--- src/rtl/aru_pkg.sv ---
package aru_pkg;
  localparam int FLAG_N  = 4;
  localparam int FL_RW   = 0;
  localparam int FL_LW   = 1;
  localparam int FL_IW   = 2;
  localparam int FL_BW   = 3;

  localparam logic [1:0] OFF_ADDR = 2'd0;
  localparam logic [1:0] OFF_DATA = 2'd1;
  localparam logic [1:0] OFF_STAT = 2'd2;

  typedef enum logic [1:0] {S_IDLE, S_FETCH, S_RESV, S_STORE} resv_state_e;
  typedef enum logic [1:0] {M_IDLE, M_REQ, M_RSP} mem_state_e;
endpackage

--- src/rtl/aru_mem_port.sv ---
module aru_mem_port #(
  parameter int ADDR_W = 16,
  parameter int DATA_W = 32
) (
  input  logic              clk,
  input  logic              rst_n,
  input  logic              start_i,
  input  logic              wr_i,
  input  logic [ADDR_W-1:0] addr_i,
  input  logic [DATA_W-1:0] wdata_i,
  output logic              mem_req_valid_o,
  input  logic              mem_req_ready_i,
  output logic              mem_req_write_o,
  output logic [ADDR_W-1:0] mem_req_addr_o,
  output logic [DATA_W-1:0] mem_req_wdata_o,
  input  logic              mem_rsp_valid_i,
  input  logic [DATA_W-1:0] mem_rsp_data_i,
  input  logic              mem_rsp_err_i,
  output logic              done_o,
  output logic [DATA_W-1:0] rdata_o,
  output logic              err_o
);
  import aru_pkg::*;

  mem_state_e        st_q;
  logic              wr_q;
  logic [ADDR_W-1:0] addr_q;
  logic [DATA_W-1:0] wdata_q;

  always_ff @(posedge clk) begin
    if (!rst_n) begin
      st_q    <= M_IDLE;
      wr_q    <= 1'b0;
      addr_q  <= '0;
      wdata_q <= '0;
    end else begin
      unique case (st_q)
        M_IDLE: if (start_i) begin
          st_q    <= M_REQ;
          wr_q    <= wr_i;
          addr_q  <= addr_i;
          wdata_q <= wdata_i;
        end
        M_REQ:  if (mem_req_ready_i) st_q <= M_RSP;
        M_RSP:  if (mem_rsp_valid_i) st_q <= M_IDLE;
        default: st_q <= M_IDLE;
      endcase
    end
  end

  assign mem_req_valid_o = (st_q == M_REQ);
  assign mem_req_write_o = wr_q;
  assign mem_req_addr_o  = addr_q;
  assign mem_req_wdata_o = wdata_q;
  assign done_o          = (st_q == M_RSP) && mem_rsp_valid_i;
  assign rdata_o         = mem_rsp_data_i;
  assign err_o           = mem_rsp_err_i;
endmodule

--- src/rtl/aru_watch.sv ---
module aru_watch #(
  parameter int ADDR_W = 16
) (
  input  logic                      clk,
  input  logic                      rst_n,
  input  logic                      clear_i,
  input  logic                      window_i,
  input  logic [ADDR_W-1:0]         watch_addr_i,
  input  logic                      snoop_valid_i,
  input  logic [ADDR_W-1:0]         snoop_addr_i,
  input  logic                      lock_i,
  input  logic                      irq_i,
  input  logic                      bus_err_i,
  output logic [aru_pkg::FLAG_N-1:0] flags_o,
  output logic                      any_next_o
);
  import aru_pkg::*;

  logic [FLAG_N-1:0] ev;

  always_comb begin
    ev        = '0;
    ev[FL_RW] = window_i && snoop_valid_i && (snoop_addr_i == watch_addr_i);
    ev[FL_LW] = window_i && lock_i;
    ev[FL_IW] = window_i && irq_i;
    ev[FL_BW] = bus_err_i;
  end

  for (genvar g = 0; g < FLAG_N; g++) begin : g_flag
    always_ff @(posedge clk) begin
      if (!rst_n)         flags_o[g] <= 1'b0;
      else if (clear_i)   flags_o[g] <= 1'b0;
      else if (ev[g])     flags_o[g] <= 1'b1;
    end
  end

  assign any_next_o = |(flags_o | ev);
endmodule

--- src/rtl/aru_ctrl.sv ---
module aru_ctrl #(
  parameter int ADDR_W = 16,
  parameter int DATA_W = 32
) (
  input  logic                       clk,
  input  logic                       rst_n,
  input  logic                       reg_valid_i,
  input  logic                       reg_write_i,
  input  logic [1:0]                 reg_addr_i,
  input  logic [DATA_W-1:0]          reg_wdata_i,
  output logic                       reg_ready_o,
  output logic [DATA_W-1:0]          reg_rdata_o,
  input  logic [aru_pkg::FLAG_N-1:0] flags_i,
  input  logic                       any_next_i,
  input  logic                       mem_done_i,
  input  logic [DATA_W-1:0]          mem_rdata_i,
  input  logic                       mem_err_i,
  output logic                       mem_start_o,
  output logic                       mem_wr_o,
  output logic [ADDR_W-1:0]          mem_addr_o,
  output logic [DATA_W-1:0]          mem_wdata_o,
  output logic                       watch_clear_o,
  output logic                       window_o,
  output logic [ADDR_W-1:0]          watch_addr_o,
  output logic                       bus_err_o,
  output aru_pkg::resv_state_e       state_o
);
  import aru_pkg::*;

  localparam int PAD_A = DATA_W - ADDR_W;
  localparam int PAD_F = DATA_W - FLAG_N;

  resv_state_e       st_q;
  logic [ADDR_W-1:0] addr_q;
  logic [DATA_W-1:0] data_q;
  logic              can_write;
  logic              fire, addr_wr, data_wr;

  assign can_write = (st_q == S_IDLE) || (st_q == S_RESV);

  always_comb begin
    unique case (reg_addr_i)
      OFF_ADDR: reg_ready_o = !reg_write_i || can_write;
      OFF_DATA: reg_ready_o = reg_write_i ? can_write : (st_q != S_FETCH);
      default:  reg_ready_o = 1'b1;
    endcase
  end

  always_comb begin
    unique case (reg_addr_i)
      OFF_ADDR: reg_rdata_o = {{PAD_A{1'b0}}, addr_q};
      OFF_DATA: reg_rdata_o = data_q;
      OFF_STAT: reg_rdata_o = {{PAD_F{1'b0}}, flags_i};
      default:  reg_rdata_o = '0;
    endcase
  end

  assign fire    = reg_valid_i && reg_ready_o;
  assign addr_wr = fire && reg_write_i && (reg_addr_i == OFF_ADDR);
  assign data_wr = fire && reg_write_i && (reg_addr_i == OFF_DATA);

  assign mem_start_o   = addr_wr || (data_wr && (st_q == S_RESV) && !any_next_i);
  assign mem_wr_o      = data_wr;
  assign mem_addr_o    = data_wr ? addr_q : reg_wdata_i[ADDR_W-1:0];
  assign mem_wdata_o   = reg_wdata_i;
  assign watch_clear_o = addr_wr;
  assign window_o      = (st_q == S_FETCH) || (st_q == S_RESV);
  assign watch_addr_o  = addr_q;
  assign bus_err_o     = mem_done_i && mem_err_i;
  assign state_o       = st_q;

  always_ff @(posedge clk) begin
    if (!rst_n) begin
      st_q   <= S_IDLE;
      addr_q <= '0;
      data_q <= '0;
    end else if (addr_wr) begin
      addr_q <= reg_wdata_i[ADDR_W-1:0];
      st_q   <= S_FETCH;
    end else begin
      unique case (st_q)
        S_IDLE:  if (data_wr) data_q <= reg_wdata_i;
        S_FETCH: if (mem_done_i) begin
          data_q <= mem_rdata_i;
          st_q   <= S_RESV;
        end
        S_RESV:  if (data_wr) begin
          data_q <= reg_wdata_i;
          st_q   <= any_next_i ? S_IDLE : S_STORE;
        end
        S_STORE: if (mem_done_i) st_q <= S_IDLE;
        default: st_q <= S_IDLE;
      endcase
    end
  end
endmodule

--- src/rtl/atomic_resv_unit.sv ---
module atomic_resv_unit #(
  parameter int ADDR_W = 16,
  parameter int DATA_W = 32
) (
  input  logic              clk,
  input  logic              rst_n,
  input  logic              reg_valid,
  output logic              reg_ready,
  input  logic              reg_write,
  input  logic [1:0]        reg_addr,
  input  logic [DATA_W-1:0] reg_wdata,
  output logic [DATA_W-1:0] reg_rdata,
  output logic              mem_req_valid,
  input  logic              mem_req_ready,
  output logic              mem_req_write,
  output logic [ADDR_W-1:0] mem_req_addr,
  output logic [DATA_W-1:0] mem_req_wdata,
  input  logic              mem_rsp_valid,
  input  logic [DATA_W-1:0] mem_rsp_data,
  input  logic              mem_rsp_err,
  input  logic              snoop_wr_valid,
  input  logic [ADDR_W-1:0] snoop_wr_addr,
  input  logic              lock_held,
  input  logic              irq_taken
);
  import aru_pkg::*;

  logic [FLAG_N-1:0] flags_w;
  logic              any_nxt_w;
  logic              done_w, merr_w, start_w, wr_w;
  logic [DATA_W-1:0] mrdata_w, mwdata_w;
  logic [ADDR_W-1:0] maddr_w, watch_addr_w;
  logic              clear_w, window_w, berr_w;
  resv_state_e       state_w;

  aru_ctrl #(.ADDR_W(ADDR_W), .DATA_W(DATA_W)) i_ctrl (
    .clk(clk), .rst_n(rst_n),
    .reg_valid_i(reg_valid), .reg_write_i(reg_write), .reg_addr_i(reg_addr),
    .reg_wdata_i(reg_wdata), .reg_ready_o(reg_ready), .reg_rdata_o(reg_rdata),
    .flags_i(flags_w), .any_next_i(any_nxt_w),
    .mem_done_i(done_w), .mem_rdata_i(mrdata_w), .mem_err_i(merr_w),
    .mem_start_o(start_w), .mem_wr_o(wr_w), .mem_addr_o(maddr_w), .mem_wdata_o(mwdata_w),
    .watch_clear_o(clear_w), .window_o(window_w), .watch_addr_o(watch_addr_w),
    .bus_err_o(berr_w), .state_o(state_w)
  );

  aru_watch #(.ADDR_W(ADDR_W)) i_watch (
    .clk(clk), .rst_n(rst_n), .clear_i(clear_w), .window_i(window_w),
    .watch_addr_i(watch_addr_w), .snoop_valid_i(snoop_wr_valid),
    .snoop_addr_i(snoop_wr_addr), .lock_i(lock_held), .irq_i(irq_taken),
    .bus_err_i(berr_w), .flags_o(flags_w), .any_next_o(any_nxt_w)
  );

  aru_mem_port #(.ADDR_W(ADDR_W), .DATA_W(DATA_W)) i_mem (
    .clk(clk), .rst_n(rst_n), .start_i(start_w), .wr_i(wr_w),
    .addr_i(maddr_w), .wdata_i(mwdata_w),
    .mem_req_valid_o(mem_req_valid), .mem_req_ready_i(mem_req_ready),
    .mem_req_write_o(mem_req_write), .mem_req_addr_o(mem_req_addr),
    .mem_req_wdata_o(mem_req_wdata), .mem_rsp_valid_i(mem_rsp_valid),
    .mem_rsp_data_i(mem_rsp_data), .mem_rsp_err_i(mem_rsp_err),
    .done_o(done_w), .rdata_o(mrdata_w), .err_o(merr_w)
  );
endmodule

--- config.mk ---
export PLATFORM = sky130hd
export DESIGN_NAME = atomic_resv_unit
export DESIGN_NICKNAME = d
export VERILOG_FILES = /design/src/rtl/aru_pkg.sv /design/src/rtl/aru_mem_port.sv /design/src/rtl/aru_watch.sv /design/src/rtl/aru_ctrl.sv /design/src/rtl/atomic_resv_unit.sv
export SDC_FILE = /design/constraint.sdc
export NUM_CORES = 1
export LEC_CHECK = 0
export BUFFER_PORTS_ARGS = -buffer_cell sky130_fd_sc_hd__buf_2
export CAP_MARGIN = 20
export CORE_ASPECT_RATIO = 1.4
export CORE_MARGIN = 5
export CORE_UTILIZATION = 55
export CTS_CLUSTER_DIAMETER = 60
export DETAILED_ROUTE_END_ITERATION = 10
export PLACE_DENSITY_LB_ADDON = 0.1
export SETUP_SLACK_MARGIN = 0.5
export SYNTH_ARGS = -nofsm -noshare
export SYNTH_HDL_FRONTEND = slang
export SYNTH_SLANG_ARGS = --single-unit
--- constraint.sdc ---
create_clock -name clk -period 4.6 [get_ports clk]
set_input_delay 0.23 -clock clk [delete_from_list [all_inputs] [get_ports clk]]
set_output_delay 0.23 -clock clk [all_outputs]
set_load 0.1 [all_outputs]
==> results.tsv <==
stage	metric	value	unit
status	status	completed	
detailed_routing	Vias	4954	
clock_network	CTS Buf Count	9	
logic_synthesis	Mapped Cells	623	
pwr	pwr dens	473	nW/µm²
pwr	total power	3.06	mW
pwr	switching pwr	1.21	mW
critical_path	CP startpoint kind	flip-flop	
critical_path	Setup CP Type	flip-flop to flip-flop	
floorplanning	# IOs	175	
job	Max-Cap Viols	0	
logic_synthesis	Main synth FF type	dfxtp_1	
global_route	total gr overflow	0	
critical_path	crit-path max cell delay	0.87	ns
detailed_routing	ANT nets after route	0	
timing	measured slew at the worst slew-check pin	1.05	ns
logic_synthesis	Seq/Total Area, Yosys	39.9	%
global_route	initial antenna violation count	0	
final_layout	Layout Utilization	68.8	%
timing	RSZ-0062 raised after global routing	no	
detailed_routing	Residual DRC	0	
logic_synthesis	Yosys Warn Count	0	
placed_design	pre-CTS setup slack	1.30	ns
pwr	Sw Share	39.7	%
final_layout	Post-layout nets	862	
logic_synthesis	syn nets	719	
logic_synthesis	#FFs+latches synth	105	
logic_synthesis	synth top area cells	dfxtp_1, mux2i_1, nand2_1, o211a_1, nand3_1	
clock_network	postcts setup bufs	0	
placed_design	Placed Cells	864	
timing	Final Setup Violations	0	
detailed_routing	final WL	14800	µm
floorplanning	initial core utilization	56.1	%
timing	setup slack after layout	1.60	ns
floorplanning	Die W	92.8	µm
placed_design	routability cong.	0.802	
placed_design	Area after DPL	6120	µm²
final_layout	Layout Cells excl Fill	881	
final_layout	area grow syn2layout	22.8	%
timing	Final Hold Fails	0	
clock_network	Hold Buf Count CTS	0	
clock_network	clock sinks	105	
critical_path	worst path cell trace	inv_1 > ha_1 > nor2_4 > or4_1 > or3_1 > o21ai_4 > buf_4 > mux2i_1	
logic_synthesis	EDFF count, synth	0	
timing	final worst-path cycle share	65.2	%
pwr	Power Internal	1.84	mW
pwr	Seq pwr share	35.5	%
logic_synthesis	Yosys top cell by area	dfxtp_1	
pwr	leakage	3.14	nW
logic_synthesis	Async S/R FF share, synth	0	%
logic_synthesis	Syn Std Cell Area	5270	µm²
critical_path	critical path endpoint category	flip-flop	
clock_network	Root Buffer	clkbuf_16	
final_layout	cell area after layout	6470	µm²
timing	setup TNS	0	ns
timing	FMAX	0.333	GHz
detailed_routing	TritonRoute pass-1 iters	5	
floorplanning	core area	9410	µm²
critical_path	cell family with most CP delay	simple AND/OR/NAND/NOR gates	
critical_path	Max stage delay cell, worst path	or4_1	
placed_design	dpl hpwl	10100	µm
placed_design	Buffers on Ports	174	
critical_path	crit-path max FO	28	
detailed_routing	Iter 0 DRT Violations	310	
clock_network	PostCTS Resize Cnt	0	
clock_network	H-Tree Depth	3	
final_layout	layout cells sized above 1	26.6	%
clock_network	CTS tree	done	
clock_network	Clk Latency, worst-skew pair	0.35	ns
floorplanning	DIE AREA	11700	µm²
global_route	number of global-route vias before repair	4995	
timing	max-slew violations	0	
critical_path	CP Data Arrival Time	3.27	ns
floorplanning	Std-Cell Rows	42	
global_route	pin count of the biggest net entering global routing	87	
timing	fin crit period	3.00	ns
pwr	clock share of power	27.6	%
pwr	maximum VDD drop	300	µV
global_route	first-pass GRT wire length	24300	µm
clock_network	Bufs on Longest Clock Path	2	
logic_synthesis	area share of the largest cell type after synthesis	39.9	%
timing	skew final	0.00658	ns
detailed_routing	vias per cell	5.62	
clock_network	clock-pin slew on the worst setup and hold paths	0.07	ns
final_layout	ANT cells	0	
pwr	Comb power frac	36.9	%
critical_path	Data required, critical path	4.87	ns
logic_synthesis	Distinct cells, synth	42	
critical_path	CP Buf/Inv Count	2	
global_route	gr usage total	25.3	%
detailed_routing	wire length per cell	16.8	µm
timing	relative slew slack	29.5	%
floorplanning	overall die height	126	µm
min_path	Hold Crit Class	input port to flip-flop	
timing	WHS	0.133	ns
logic_synthesis	Syn Area/Cell	8.47	µm²
[power groups by stage]
stage	logic, mW	registers, mW	clock network [mW]
floorplan	0.718	1.26	0
global placement	1.08	1.10	0
detailed placement	1.10	1.11	0
CTS	1.11	1.09	0.858
global route	1.21	1.10	0.898
finish	1.13	1.09	0.846
[synth_stat cells (2+ instances only)]
master / instances
nand2b_1: 2
a21oi_1: 5
o211a_1: 32
nand4_1: 4
nor2_1: 22
buf_1: 2
mux2i_1: 66
a21boi_1: 16
buf_4: 4
mux2_1: 16
xnor2_1: 12
buf_8: 3
ha_1: 4
nor4_2: 2
and2_1: 17
nand2_1: 169
xor2_1: 4
nor2b_1: 3
nand3_1: 36
clkbuf_1: 40
o21ai_0: 35
o21ai_1: 4
inv_1: 2
dfxtp_1: 105
[metal layers]
layer / vias to the layer above / routed length, µm / GRT usage [%]
li1: 2412 / - / -
met1: 2351 / 6060 / 31.2
met2: 170 / 7520 / 44.1
met3: 21 / 973 / 5.01
met4: 0 / 269 / 8.02
met5: - / 0 / 0
[cell usage in the layout, fill, tap and decap left out, types with 4 or more instances in the layout]
| cell | synthesis | final |
|---|---|---|
| dfxtp_1 | 105 | 105 |
| nand4_1 | 4 | 4 |
| o21ai_0 | 35 | 35 |
| xor2_1 | 4 | 4 |
| nand3_1 | 36 | 36 |
| a21oi_1 | 5 | 5 |
| buf_4 | 4 | 8 |
| ha_1 | 4 | 4 |
| nor2_1 | 22 | 21 |
| a21boi_1 | 16 | 16 |
| nand2_1 | 169 | 169 |
| mux2i_1 | 66 | 66 |
| o21ai_1 | 4 | 4 |
| xnor2_1 | 12 | 12 |
| clkbuf_16 | 0 | 9 |
| mux2_1 | 16 | 16 |
| buf_2 | 0 | 173 |
| o211a_1 | 32 | 32 |
| and2_1 | 17 | 17 |
[final timing paths]
path / start / slack (ns) / end / depth (start not counted)
worst max-delay path: i_ctrl.state_o[0] / 1.60 / i_mem.mem_req_wdata_o[20] / 8
worst min-delay path: reg_wdata[26] / 0.13 / i_mem.mem_req_wdata_o[26] / 3
worst max register to register: i_ctrl.state_o[0] / 1.60 / i_mem.mem_req_wdata_o[20] / 8
worst min register to register: i_mem.mem_req_wdata_o[14] / 0.45 / i_mem.mem_req_wdata_o[14] / 2
[worst register-to-register path, delay by kind of cell (launching register included)]
family | cells | cell delay (ns)
and+or+nand+nor | 3 | 1.45
buffers and inverters | 2 | 0.55
DFF | 1 | 0.33
muxes | 1 | 0.28
adders and majority gates | 1 | 0.22
AOI/OAI and AO/OA | 1 | 0.09
[cells by family (layout without fill, tap and decap cells)]
group / Yosys count / count (layout) / synth area share (%)
flops: 105 / 105 / 39.9
buf+inv: 52 / 200 / 4.77
fa+ha+maj: 4 / 4 / 0.949
compound gates: 100 / 100 / 13.9
xor+xnor: 16 / 16 / 2.66
mux: 82 / 82 / 15.9
simple gates: 264 / 264 / 21.9
[layout make-up]
| cell class | count | area [µm²] |
|---|---|---|
| Timing Repair Buffer | 182 | 946 |
| Tap cell | 110 | 138 |
| Clock buffer | 11 | 253 |
| Fill cell | 799 | 2930 |
| Sequential cell | 105 | 2100 |
| Clock inverter | 5 | 77.6 |
| Multi-Input combinational cell | 466 | 2950 |
| Inverter | 2 | 7.51 |
[sequential cells by signal, indices dropped and copies added (netlist names)]
name	count
i_ctrl.data_q	32
i_mem.mem_req_wdata_o	32
i_ctrl.watch_addr_o	16
i_mem.mem_req_addr_o	16
i_watch.flags_o	4
i_ctrl.state_o	2
i_mem.st_q	2
i_mem.mem_req_write_o	1
No activity file was read; power rests on OpenSTA's default activity.
